===== src/rtl/blk_sel_pkg.sv =====
package blk_sel_pkg;

  typedef enum logic {
    MODE_DYN = 1'b0,
    MODE_STA = 1'b1
  } be_mode_e;

  // Saturating sum used by the stall accumulator.
  function automatic int unsigned sat_add(int unsigned a, int unsigned b, int unsigned lim);
    int unsigned s;
    s = a + b;
    return (s > lim) ? lim : s;
  endfunction

  // Length of the run of identical signatures after one more report.
  function automatic int unsigned next_run(int unsigned run, logic same);
    return same ? run + 1 : 1;
  endfunction

endpackage


===== src/rtl/blk_sel_entry.sv =====
module blk_sel_entry
  import blk_sel_pkg::*;
#(
  parameter int SIG_W     = 16,
  parameter int STALL_W   = 4,
  parameter int N_STABLE  = 4,
  parameter int FS_THRESH = 8,
  parameter int RUN_W     = $clog2(N_STABLE + 1),
  parameter int FS_W      = $clog2(FS_THRESH + (1 << STALL_W) + 1)
) (
  input  logic               clk,
  input  logic               rst_n,
  input  logic               inv_i,
  input  logic               alloc_i,
  input  logic               dyn_hit_i,
  input  logic [SIG_W-1:0]   dyn_sig_i,
  input  logic               sta_hit_i,
  input  logic [STALL_W-1:0] sta_stalls_i,
  output logic               mode_o,
  output logic               flip_sta_o
);
  localparam int unsigned FS_MAX = (1 << FS_W) - 1;
  localparam logic [RUN_W-1:0] RUN_GOAL = RUN_W'(N_STABLE);
  localparam logic [FS_W-1:0]  FS_LIM   = FS_W'(FS_THRESH);

  logic               valid_q;
  be_mode_e           mode_q;
  logic [RUN_W-1:0]   run_q;
  logic [SIG_W-1:0]   sig_q;
  logic [FS_W-1:0]    fs_q;

  // Named internal events
  logic             dyn_upd, sta_upd, sig_same, flip_dyn;
  logic [RUN_W-1:0] run_nx;
  logic [FS_W-1:0]  fs_sum;

  always_comb begin
    dyn_upd  = valid_q && (mode_q == MODE_DYN) && dyn_hit_i && !alloc_i && !inv_i;
    sta_upd  = valid_q && (mode_q == MODE_STA) && sta_hit_i && !alloc_i && !inv_i;
    sig_same = (run_q != '0) && (sig_q == dyn_sig_i);
    run_nx   = RUN_W'(next_run(32'(run_q), sig_same));
    fs_sum   = FS_W'(sat_add(32'(fs_q), 32'(sta_stalls_i), FS_MAX));
    flip_sta_o = dyn_upd && (run_nx >= RUN_GOAL);
    flip_dyn   = sta_upd && (fs_sum > FS_LIM);
  end

  always_ff @(posedge clk) begin
    if (!rst_n || inv_i) begin
      valid_q <= 1'b0;
      mode_q  <= MODE_DYN;
      run_q   <= '0;
      sig_q   <= '0;
      fs_q    <= '0;
    end else if (alloc_i) begin
      valid_q <= 1'b1;
      mode_q  <= MODE_DYN;
      run_q   <= '0;
      sig_q   <= '0;
      fs_q    <= '0;
    end else if (dyn_upd) begin
      sig_q <= dyn_sig_i;
      run_q <= run_nx;
      if (flip_sta_o) begin
        mode_q <= MODE_STA;
        fs_q   <= '0;
      end
    end else if (sta_upd) begin
      if (flip_dyn) begin
        mode_q <= MODE_DYN;
        run_q  <= '0;
        sig_q  <= '0;
        fs_q   <= '0;
      end else begin
        fs_q <= fs_sum;
      end
    end
  end

  assign mode_o = (mode_q == MODE_STA);

  // allocation yields a clean dynamic entry
  p_alloc_clean_r2: assert property (@(posedge clk) disable iff (!rst_n)
    (alloc_i && !inv_i) |=> (valid_q && !mode_o && run_q == '0 && fs_q == '0));

  // entering static mode needs a dynamic report in the previous cycle
  p_rise_from_dyn_r3: assert property (@(posedge clk) disable iff (!rst_n)
    $rose(mode_o) |-> $past(dyn_hit_i));

  // leaving static mode needs a stall report, allocate or invalidate
  p_fall_cause_r6: assert property (@(posedge clk) disable iff (!rst_n)
    $fell(mode_o) |-> $past(sta_hit_i || alloc_i || inv_i));

  // history is empty after returning to dynamic mode
  p_clear_on_fall_r7: assert property (@(posedge clk) disable iff (!rst_n)
    $fell(mode_o) |-> (run_q == '0 && fs_q == '0));

  // an invalid entry stays invalid and dynamic without an allocate
  p_invalid_quiet_r8: assert property (@(posedge clk) disable iff (!rst_n)
    (!valid_q && !alloc_i) |=> (!valid_q && !mode_o));

  // stall totals exist only in static mode
  p_stall_static_r9: assert property (@(posedge clk) disable iff (!rst_n)
    (fs_q != '0) |-> mode_o);

  // invalidate empties the entry
  p_inv_r10: assert property (@(posedge clk) disable iff (!rst_n)
    inv_i |=> (!valid_q && !mode_o));

endmodule


===== src/rtl/blk_sel_rec.sv =====
module blk_sel_rec #(
  parameter int ENTRIES = 16,
  parameter int IDX_W   = $clog2(ENTRIES)
) (
  input  logic               clk,
  input  logic               rst_n,
  input  logic [ENTRIES-1:0] flip_vec_i,
  output logic               rec_vld_o,
  output logic [IDX_W-1:0]   rec_idx_o
);
  logic [IDX_W-1:0] enc;
  logic             any_flip;

  always_comb begin
    enc = '0;
    for (int i = 0; i < ENTRIES; i++) begin
      if (flip_vec_i[i]) enc = IDX_W'(i);
    end
    any_flip = |flip_vec_i;
  end

  always_ff @(posedge clk) begin
    if (!rst_n) begin
      rec_vld_o <= 1'b0;
      rec_idx_o <= '0;
    end else begin
      rec_vld_o <= any_flip;
      rec_idx_o <= enc;
    end
  end

  // at most one entry may move to static mode per cycle
  p_one_flip_r5: assert property (@(posedge clk) disable iff (!rst_n)
    $onehot0(flip_vec_i));

  // a flip is followed by a capture request
  p_flip_req_r5: assert property (@(posedge clk) disable iff (!rst_n)
    any_flip |=> rec_vld_o);

endmodule


===== src/rtl/blk_mode_sel.sv =====
module blk_mode_sel #(
  parameter int ENTRIES   = 16,
  parameter int SIG_W     = 16,
  parameter int STALL_W   = 4,
  parameter int N_STABLE  = 4,
  parameter int FS_THRESH = 8,
  parameter int IDX_W     = $clog2(ENTRIES)
) (
  input  logic               clk,
  input  logic               rst_n,
  input  logic               alloc_vld,
  input  logic [IDX_W-1:0]   alloc_idx,
  input  logic               inv_all,
  input  logic               dyn_vld,
  input  logic [IDX_W-1:0]   dyn_idx,
  input  logic [SIG_W-1:0]   dyn_sig,
  input  logic               sta_vld,
  input  logic [IDX_W-1:0]   sta_idx,
  input  logic [STALL_W-1:0] sta_stalls,
  output logic [ENTRIES-1:0] mode_static,
  output logic               rec_vld,
  output logic [IDX_W-1:0]   rec_idx
);
  logic [ENTRIES-1:0] flip_vec;

  for (genvar g = 0; g < ENTRIES; g++) begin : g_ent
    logic alloc_hit, dyn_hit, sta_hit;
    assign alloc_hit = alloc_vld && (alloc_idx == IDX_W'(g));
    assign dyn_hit   = dyn_vld   && (dyn_idx   == IDX_W'(g));
    assign sta_hit   = sta_vld   && (sta_idx   == IDX_W'(g));

    blk_sel_entry #(
      .SIG_W    (SIG_W),
      .STALL_W  (STALL_W),
      .N_STABLE (N_STABLE),
      .FS_THRESH(FS_THRESH)
    ) u_ent (
      .clk         (clk),
      .rst_n       (rst_n),
      .inv_i       (inv_all),
      .alloc_i     (alloc_hit),
      .dyn_hit_i   (dyn_hit),
      .dyn_sig_i   (dyn_sig),
      .sta_hit_i   (sta_hit),
      .sta_stalls_i(sta_stalls),
      .mode_o      (mode_static[g]),
      .flip_sta_o  (flip_vec[g])
    );
  end

  blk_sel_rec #(
    .ENTRIES(ENTRIES),
    .IDX_W  (IDX_W)
  ) u_rec (
    .clk       (clk),
    .rst_n     (rst_n),
    .flip_vec_i(flip_vec),
    .rec_vld_o (rec_vld),
    .rec_idx_o (rec_idx)
  );

  // a capture request names an entry that is now static
  p_rec_static_r5: assert property (@(posedge clk) disable iff (!rst_n)
    rec_vld |-> mode_static[rec_idx]);

  // the mode vector can only become nonzero through a capture request
  p_rise_has_req_r3: assert property (@(posedge clk) disable iff (!rst_n)
    ($countones(mode_static) > $countones($past(mode_static))) |-> rec_vld);

endmodule


===== config.mk =====
export PLATFORM = sky130hd
export DESIGN_NAME = blk_mode_sel
export DESIGN_NICKNAME = d
export VERILOG_FILES = /design/src/rtl/blk_sel_pkg.sv /design/src/rtl/blk_sel_entry.sv /design/src/rtl/blk_sel_rec.sv /design/src/rtl/blk_mode_sel.sv
export SDC_FILE = /design/constraint.sdc
export NUM_CORES = 1
export LEC_CHECK = 0
export BUFFER_PORTS_ARGS = -buffer_cell sky130_fd_sc_hd__buf_4
export CAP_MARGIN = 10
export CORE_MARGIN = 5
export CORE_UTILIZATION = 47
export DETAILED_ROUTE_END_ITERATION = 7
export SLEW_MARGIN = 20
export SYNTH_ARGS = -nofsm -noshare
export SYNTH_HDL_FRONTEND = slang
export SYNTH_HIERARCHICAL = 1
export SYNTH_SLANG_ARGS = --single-unit

===== constraint.sdc =====
create_clock -name clk -period 5.9 [get_ports clk]
set_input_delay 0.59 -clock clk [delete_from_list [all_inputs] [get_ports clk]]
set_output_delay 0.59 -clock clk [all_outputs]
set_load 0.01 [all_outputs]

# After elaboration in Yosys (flattened, before gate mapping)
# Cells that the tools add are included.
dict set report word_totals {
  register_bits 421
  output_inout_bits 21
}
dict set report op_classes {
  n_addsub 32
  magnitude_cmp 48
  n_eq_ne 77
  mux 271
  n_bitwise 16
  reduce_logical 359
}
# op n
set op_table {}
lappend op_table {{2-to-1 mux 16 bit} 48}
lappend op_table {{2-to-1 mux 5 bit} 80}
lappend op_table {{== test 16 bit} 16}
lappend op_table {{logical AND 1 bit} 224}
lappend op_table {{2-to-1 mux 3 bit} 68}
lappend op_table {{adder 5 x 4 -> 6 bit} 16}
lappend op_table {{== test 4 bit, second input constant} 24}
lappend op_table {{> comparator 6 x 5 -> 1 bit, second input constant} 16}
lappend op_table {{> comparator 5 x 4 -> 1 bit, second input constant} 16}
lappend op_table {{2-to-1 mux 1 bit} 65}
lappend op_table {{AND reduction 2 bit} 32}
lappend op_table {{nonzero test 2 bit} 32}
lappend op_table {{adder 3 x 1 -> 3 bit, second input constant} 16}
lappend op_table {{== test 4 x 3 -> 1 bit, second input constant} 12}
lappend op_table {{>= comparator 3 bit, second input constant} 16}
lappend op_table {{AND reduction 3 bit} 16}
lappend op_table {{nonzero test 3 bit} 16}
lappend op_table {{2-to-1 mux 4 bit} 8}
lappend op_table {{inequality test 2 x 1 -> 1 bit, second input constant} 16}
lappend op_table {{OR reduction 2 bit} 16}
lappend op_table {{== test 4 x 2 -> 1 bit, second input constant} 6}
lappend op_table {{zero test 1 bit} 18}
lappend op_table {{NOT 1 bit} 16}
lappend op_table {{OR reduction 16 bit} 1}
lappend op_table {{other kinds (4)} 9}

# Longest topological paths before layout
dict set report depth {
  ltp_word 21
  mapped_depth 12
}

# Hierarchy
# The synthesis kept the hierarchy.
# mod instances cells_each area_per_inst_um2
set modules_own_cells {}
lappend modules_own_cells {{blk_sel_entry at g_ent[11].u_ent ...} 12 185 1514.0}
lappend modules_own_cells {{blk_sel_entry at g_ent[0].u_ent ...} 4 184 1496.4}
lappend modules_own_cells {blk_mode_sel 1 69 352.8}
lappend modules_own_cells {blk_sel_rec 1 36 271.5}

# Worst setup path before layout
# Ideal clock, no wire load.
dict set report synth_path {
  kind {input to register}
  startpoint {input port dyn_idx[2]}
  endpoint {register u_rec.rec_idx_o[0]}
  setup_time_ns 0.075
  arrival_time_ns 2.576
  t_required_ns 5.825
  setup_slack_ns 3.249
  cell_stages 10
  path_buffers 2
  cell_sequence {or3b_4 > nor2_1 > and4_1 > clkbuf_1 > clkbuf_1 > nand4b_1 > nor2_1 > a21oi_1 > o311a_1 > o22ai_1}
}
dict set report synth_via {
  elab_cells_between_ends 105
  classes_between {eq/ne: 15; mux: 15; reduce/logical: 75}
}
# item line_no
set synth_rtl {}
lappend synth_rtl {{start, declared} blk_mode_sel.sv:15} ;# input logic [IDX_W-1:0] dyn_idx,
lappend synth_rtl {{== test 4 x 2 -> 1 bit} blk_mode_sel.sv:29} ;# assign dyn_hit = dyn_vld && (dyn_idx == IDX_W'(g));
lappend synth_rtl {{logical AND 1 bit} blk_mode_sel.sv:29}
lappend synth_rtl {{named net g_ent[3].dyn_hit} blk_mode_sel.sv:27} ;# logic alloc_hit, dyn_hit, sta_hit;
lappend synth_rtl {{logical AND 1 bit (3 in series)} blk_sel_entry.sv:38} ;# dyn_upd = valid_q && (mode_q == MODE_DYN) && dyn_hit_i && !alloc_i && !inv_i;
lappend synth_rtl {{logical AND 1 bit} blk_sel_entry.sv:43} ;# flip_sta_o = dyn_upd && (run_nx >= RUN_GOAL);
lappend synth_rtl {{named net flip_vec[3]} blk_mode_sel.sv:24} ;# logic [ENTRIES-1:0] flip_vec;
lappend synth_rtl {{2-to-1 mux 2 bit} blk_sel_rec.sv:17} ;# if (flip_vec_i[i]) enc = IDX_W'(i);
lappend synth_rtl {{2-to-1 mux 3 bit (4 in series)} blk_sel_rec.sv:17}
lappend synth_rtl {{2-to-1 mux 4 bit (8 in series)} blk_sel_rec.sv:17}
lappend synth_rtl {{end signal, assigned} blk_sel_rec.sv:28} ;# rec_idx_o <= enc;
lappend synth_rtl {{end, declared} blk_sel_rec.sv:9} ;# output logic [IDX_W-1:0] rec_idx_o
# The timed path passes the listed nets, and every way through them passes these cells.
# A chain may end at the register's enable or synchronous reset.

# Final worst setup path
dict set report layout_path {
  startpoint {input port dyn_idx[2]}
  endpoint {register u_rec.rec_idx_o[0]}
}
dict set report layout_via {
  elab_chain_cells 21
  elab_cells_between_ends 105
  classes_between {eq/ne: 15; mux: 15; reduce/logical: 75}
}
# item line_no
set layout_lines {}
lappend layout_lines {{== test 4 x 1 -> 1 bit} blk_mode_sel.sv:29}
lappend layout_lines {{logical AND 1 bit} blk_mode_sel.sv:29}
lappend layout_lines {{named net g_ent[1].dyn_hit} blk_mode_sel.sv:27}
lappend layout_lines {{logical AND 1 bit (3 in series)} blk_sel_entry.sv:38}
lappend layout_lines {{logical AND 1 bit} blk_sel_entry.sv:43}
lappend layout_lines {{named net flip_vec[1]} blk_mode_sel.sv:24}
lappend layout_lines {{2-to-1 mux 1 bit} blk_sel_rec.sv:17}
lappend layout_lines {{2-to-1 mux 2 bit (2 in series)} blk_sel_rec.sv:17}
lappend layout_lines {{2-to-1 mux 3 bit (4 in series)} blk_sel_rec.sv:17}
lappend layout_lines {{2-to-1 mux 4 bit (8 in series)} blk_sel_rec.sv:17}
# The timed path passes the listed nets, and every way through them passes these cells.

==> run_results.csv <==
group,metric,value,unit
final_layout,fin_util,0.521,
setup_path,path_cells,"buf_4, or3b_4, nor2_1, nand4b_2, or3_1, nor3_2, a21oi_1, o311a_1, o22ai_1",
synth,synth_seq_cells,421,
setup_path,arrival,3.91,ns
synth,ys.flop_type,"dfxtp_1",
pwr,power.total,6310,µW
global_routing,grtUsageMet1,0.344,
job,drv_cap,0,
detailed_routing,wirelength,73900,µm
pwr,p_seq_frac,0.451,
final_layout,nNetsFinal,3212,
detailed_routing,ant_nets,0,
clock_tree,cts_hold_buf,0,
global_routing,grt_util_met3,0.0291,
global_routing,use_met2,0.426,
synth,syn-num-nets,3211,
global_routing,grt_max_degree,51,
setup_path,crit_slowest_cell,"or3_1",
pwr,p_per_area,231,nW/µm²
placement,place.port_buffers,58,
pwr,switching_share,0.245,
detailed_routing,drc,0,
clock_tree,cts_resized,0,
global_routing,overflow,0,
die,dieArea,57400,µm²
global_routing,grt_pass1_wl,117000,µm
timing,hold_viol,0,
global_routing,grt_usage,0.252,
setup_path,cp_slowest_stage_delay,0.54,ns
setup_path,timing.rr.start,"g_ent[1].u_ent/mode_o",
worst_hold_path,min-delay-start,"alloc_idx[0]",
die,rows,84,
synth,netlist_instances,3061,
placement,dpl.cell_count,3699,
worst_hold_path,hold_class,"in2reg",
global_routing,first_global_vias,21100,
clock_tree,clock_latency,0.59,ns
clock_tree,cts_buffer_depth,3,
die,ios,59,
timing,timing.final.crit_share,0.578,
timing,period_minus_slack,3.41,ns
setup_path,cp_num_buf_inv,1,
global_routing,antenna_found_initial,0,
timing,fmax,293,MHz
setup_path,path_delay_family,"simple AND/OR/NAND/NOR gates",
die,core,52400,µm²
detailed_routing,vias_per_cell,5.82,
pwr,p_comb_frac,0.070,
synth,yosysWarnings,6,
synth,syn_area_per_cell,8.09,µm²
setup_path,worstPathRequired,6.40,ns
detailed_routing,wl_per_cell,19.5,µm
pwr,p_clk_frac,0.480,
final_layout,fill_cells,4925,
timing,final_max_slew_viol_count,0,
setup_path,cp-end-kind,"flop",
clock_tree,cts.clk_slew.worst_paths,0.06,ns
pwr,p_leak,0.0110,µW
status,status,"finished clean",
global_routing,gr-max-usage-layer,"met2",
die,initial_core_util,0.472,
die,fp.dieH,240,µm
pwr,vdd_ir_drop_max,0.197,mV
placement,place.gp.congestion,0.857,
clock_tree,cts_tree,"yes",
timing,worstMarginPinSlew,0.977,ns
synth,synth_edf_count,0,
synth,synth_top_area_cell,"dfxtp_1",
final_layout,fin_cells,3784,
synth,synthesis.area,24800,µm²
final_layout,antennaDiodeCount,0,
timing,setup_violations,0,
setup_path,startpoint,"dyn_idx[2]",
die,die_w,240,µm
clock_tree,htreeDepth,2,
clock_tree,cts_sinks,421,
pwr,p_int,4770,µW
setup_path,path_class,"in2reg",
placement,hpwl,46500,µm
timing,finClkSkew,0.0244,ns
synth,yosysSeqAreaShare,0.340,
synth,synthTopCellsByArea,"dfxtp_1, a2bb2oi_1, nor2_1",
timing,rsz0062_at_grt,"no",
setup_path,worstSetupStartpointType,"primary input",
clock_tree,cts_buffers,49,
detailed_routing,vias,22000,
clock_tree,post-cts-setup-buffers,0,
clock_tree,cts-root-buf,"clkbuf_16",
detailed_routing,drtIter0Drc,1786,
synth,synth_cell_type_count,53,
detailed_routing,drtPass1Iterations,8,
pwr,power.switching,1550,µW
final_layout,area_growth_syn_to_layout,10.2,%
synth,synthDominantCellAreaShare,0.340,
setup_path,cp_max_fo,18,
timing,relSlewSlack,0.348,
synth,ys_async_sr_fraction,0,
final_layout,drive_gt1_frac,0.0688,
timing,final.setup.tns,0,ns
setup_path,rrSetupSlack,3.08,ns
-- sequential cells by signal, indices dropped and copies added (netlist names) --
signal / cells
g_ent.u_ent/sig_q: 256
g_ent.u_ent/fs_q: 80
g_ent.u_ent/run_q: 48
g_ent.u_ent/mode_o: 16
g_ent.u_ent/valid_q: 16
u_rec/rec_idx_o: 4
u_rec/rec_vld_o: 1
-- kinds of logic after synthesis --
logic type	synth area share
AND/OR/NAND/NOR	0.266
AO/OA/AOI/OAI	0.198
flip-flops	0.340
buffers and inverters	0.0543
XOR/XNOR	0.0806
adder cells (fa/ha/maj)	0.0614
-- worst paths after layout --
check / cells after the start / endpoint
max reg2reg: 6 / u_rec/rec_idx_o[0]
max: 9 / u_rec/rec_idx_o[0]
min: 4 / g_ent[4].u_ent/valid_q
min reg2reg: 1 / g_ent[1].u_ent/fs_q[3]
-- synth_stat cells (all sizes together) (17+ instances only) --
cell     instances
o21ai           45
o31a            24
o311ai          17
xnor2           88
nor4            31
nor2           489
dfxtp          421
nand3b          23
and3            41
buf             36
a31oi           21
inv            208
nor2b           76
ha              96
nand4           37
a32o            48
nand2          324
or3             40
nor3            88
clkbuf          92
o22ai           33
xor2           140
o21a            32
nand2b          51
nand3           23
a21o            28
and4b           28
a21oi           88
a2bb2oi        232
-- layout by cell type (no fill, tap or decap), types with 16 or more instances in the layout --
| cell | count |
|---|---|
| a21o_1 | 28 |
| a21oi_1 | 88 |
| a222oi_1 | 16 |
| a22o_1 | 16 |
| a2bb2oi_1 | 232 |
| a31oi_1 | 21 |
| a32o_1 | 48 |
| and3_1 | 41 |
| and4b_1 | 28 |
| buf_4 | 78 |
| clkbuf_16 | 51 |
| dfxtp_1 | 421 |
| fa_1 | 16 |
| ha_1 | 96 |
| inv_1 | 208 |
| nand2_1 | 324 |
| nand2b_1 | 51 |
| nand3_1 | 23 |
| nand3b_1 | 23 |
| nand4_1 | 37 |
| nor2_1 | 476 |
| nor2b_1 | 76 |
| nor3_1 | 61 |
| nor3_2 | 27 |
| nor3b_1 | 16 |
| nor4_1 | 30 |
| o21a_1 | 32 |
| o21ai_0 | 45 |
| o22ai_1 | 33 |
| o31a_1 | 24 |
| or3_1 | 40 |
| or4_1 | 16 |
| xnor2_1 | 88 |
| xor2_1 | 140 |
-- metal layers --
| metal | up-vias | share of wire | wire length [µm] |
|---|---|---|---|
| li1 | 10700 | - | - |
| met1 | 10700 | 0.46 | 33900 |
| met2 | 508 | 0.47 | 34600 |
| met3 | 100 | 0.051 | 3740 |
| met4 | 0 | 0.022 | 1660 |
| met5 | - | 0 | 0 |
-- layout make-up --
cell class	count	area, µm²	area share
multi-input cells	2292	15000	0.550
well taps	688	861	0.0315
repair buffers	78	586	0.0214
clock inverters	12	119	0.00435
inverters	220	826	0.0302
clock buffers	73	1480	0.0542
flip-flops and latches	421	8430	0.309
-- worst register-to-register path: cells and delay by family, from the launching register on --
| kind | cells | cell delay [ns] |
|---|---|---|
| AND/OR/NAND/NOR | 3 | 1.65 |
| flip-flops | 1 | 0.37 |
| AO/OA/AOI/OAI | 3 | 0.70 |
-- metrics by stage --
stage	hold slack [ns]	setup slack [ns]	area, µm²
after floorplan	0.473	3.25	24800
after global placement	0.482	2.01	25700
after detailed placement	0.490	2.01	25700
after CTS	0.364	2.61	27300
after global routing	0.417	2.43	27300
final	0.407	2.49	27300
-- power groups by stage --
stage                     Combinational, µW  Sequential [µW]  Clock, µW
after global placement                  429             2910          0
after detailed placement                437             2910          0
after global routing                    474             2840       3210
after floorplan                         218             2910          0
after CTS                               438             2840       3090
final                                   439             2850       3030
(Power assumes the default switching activity.)
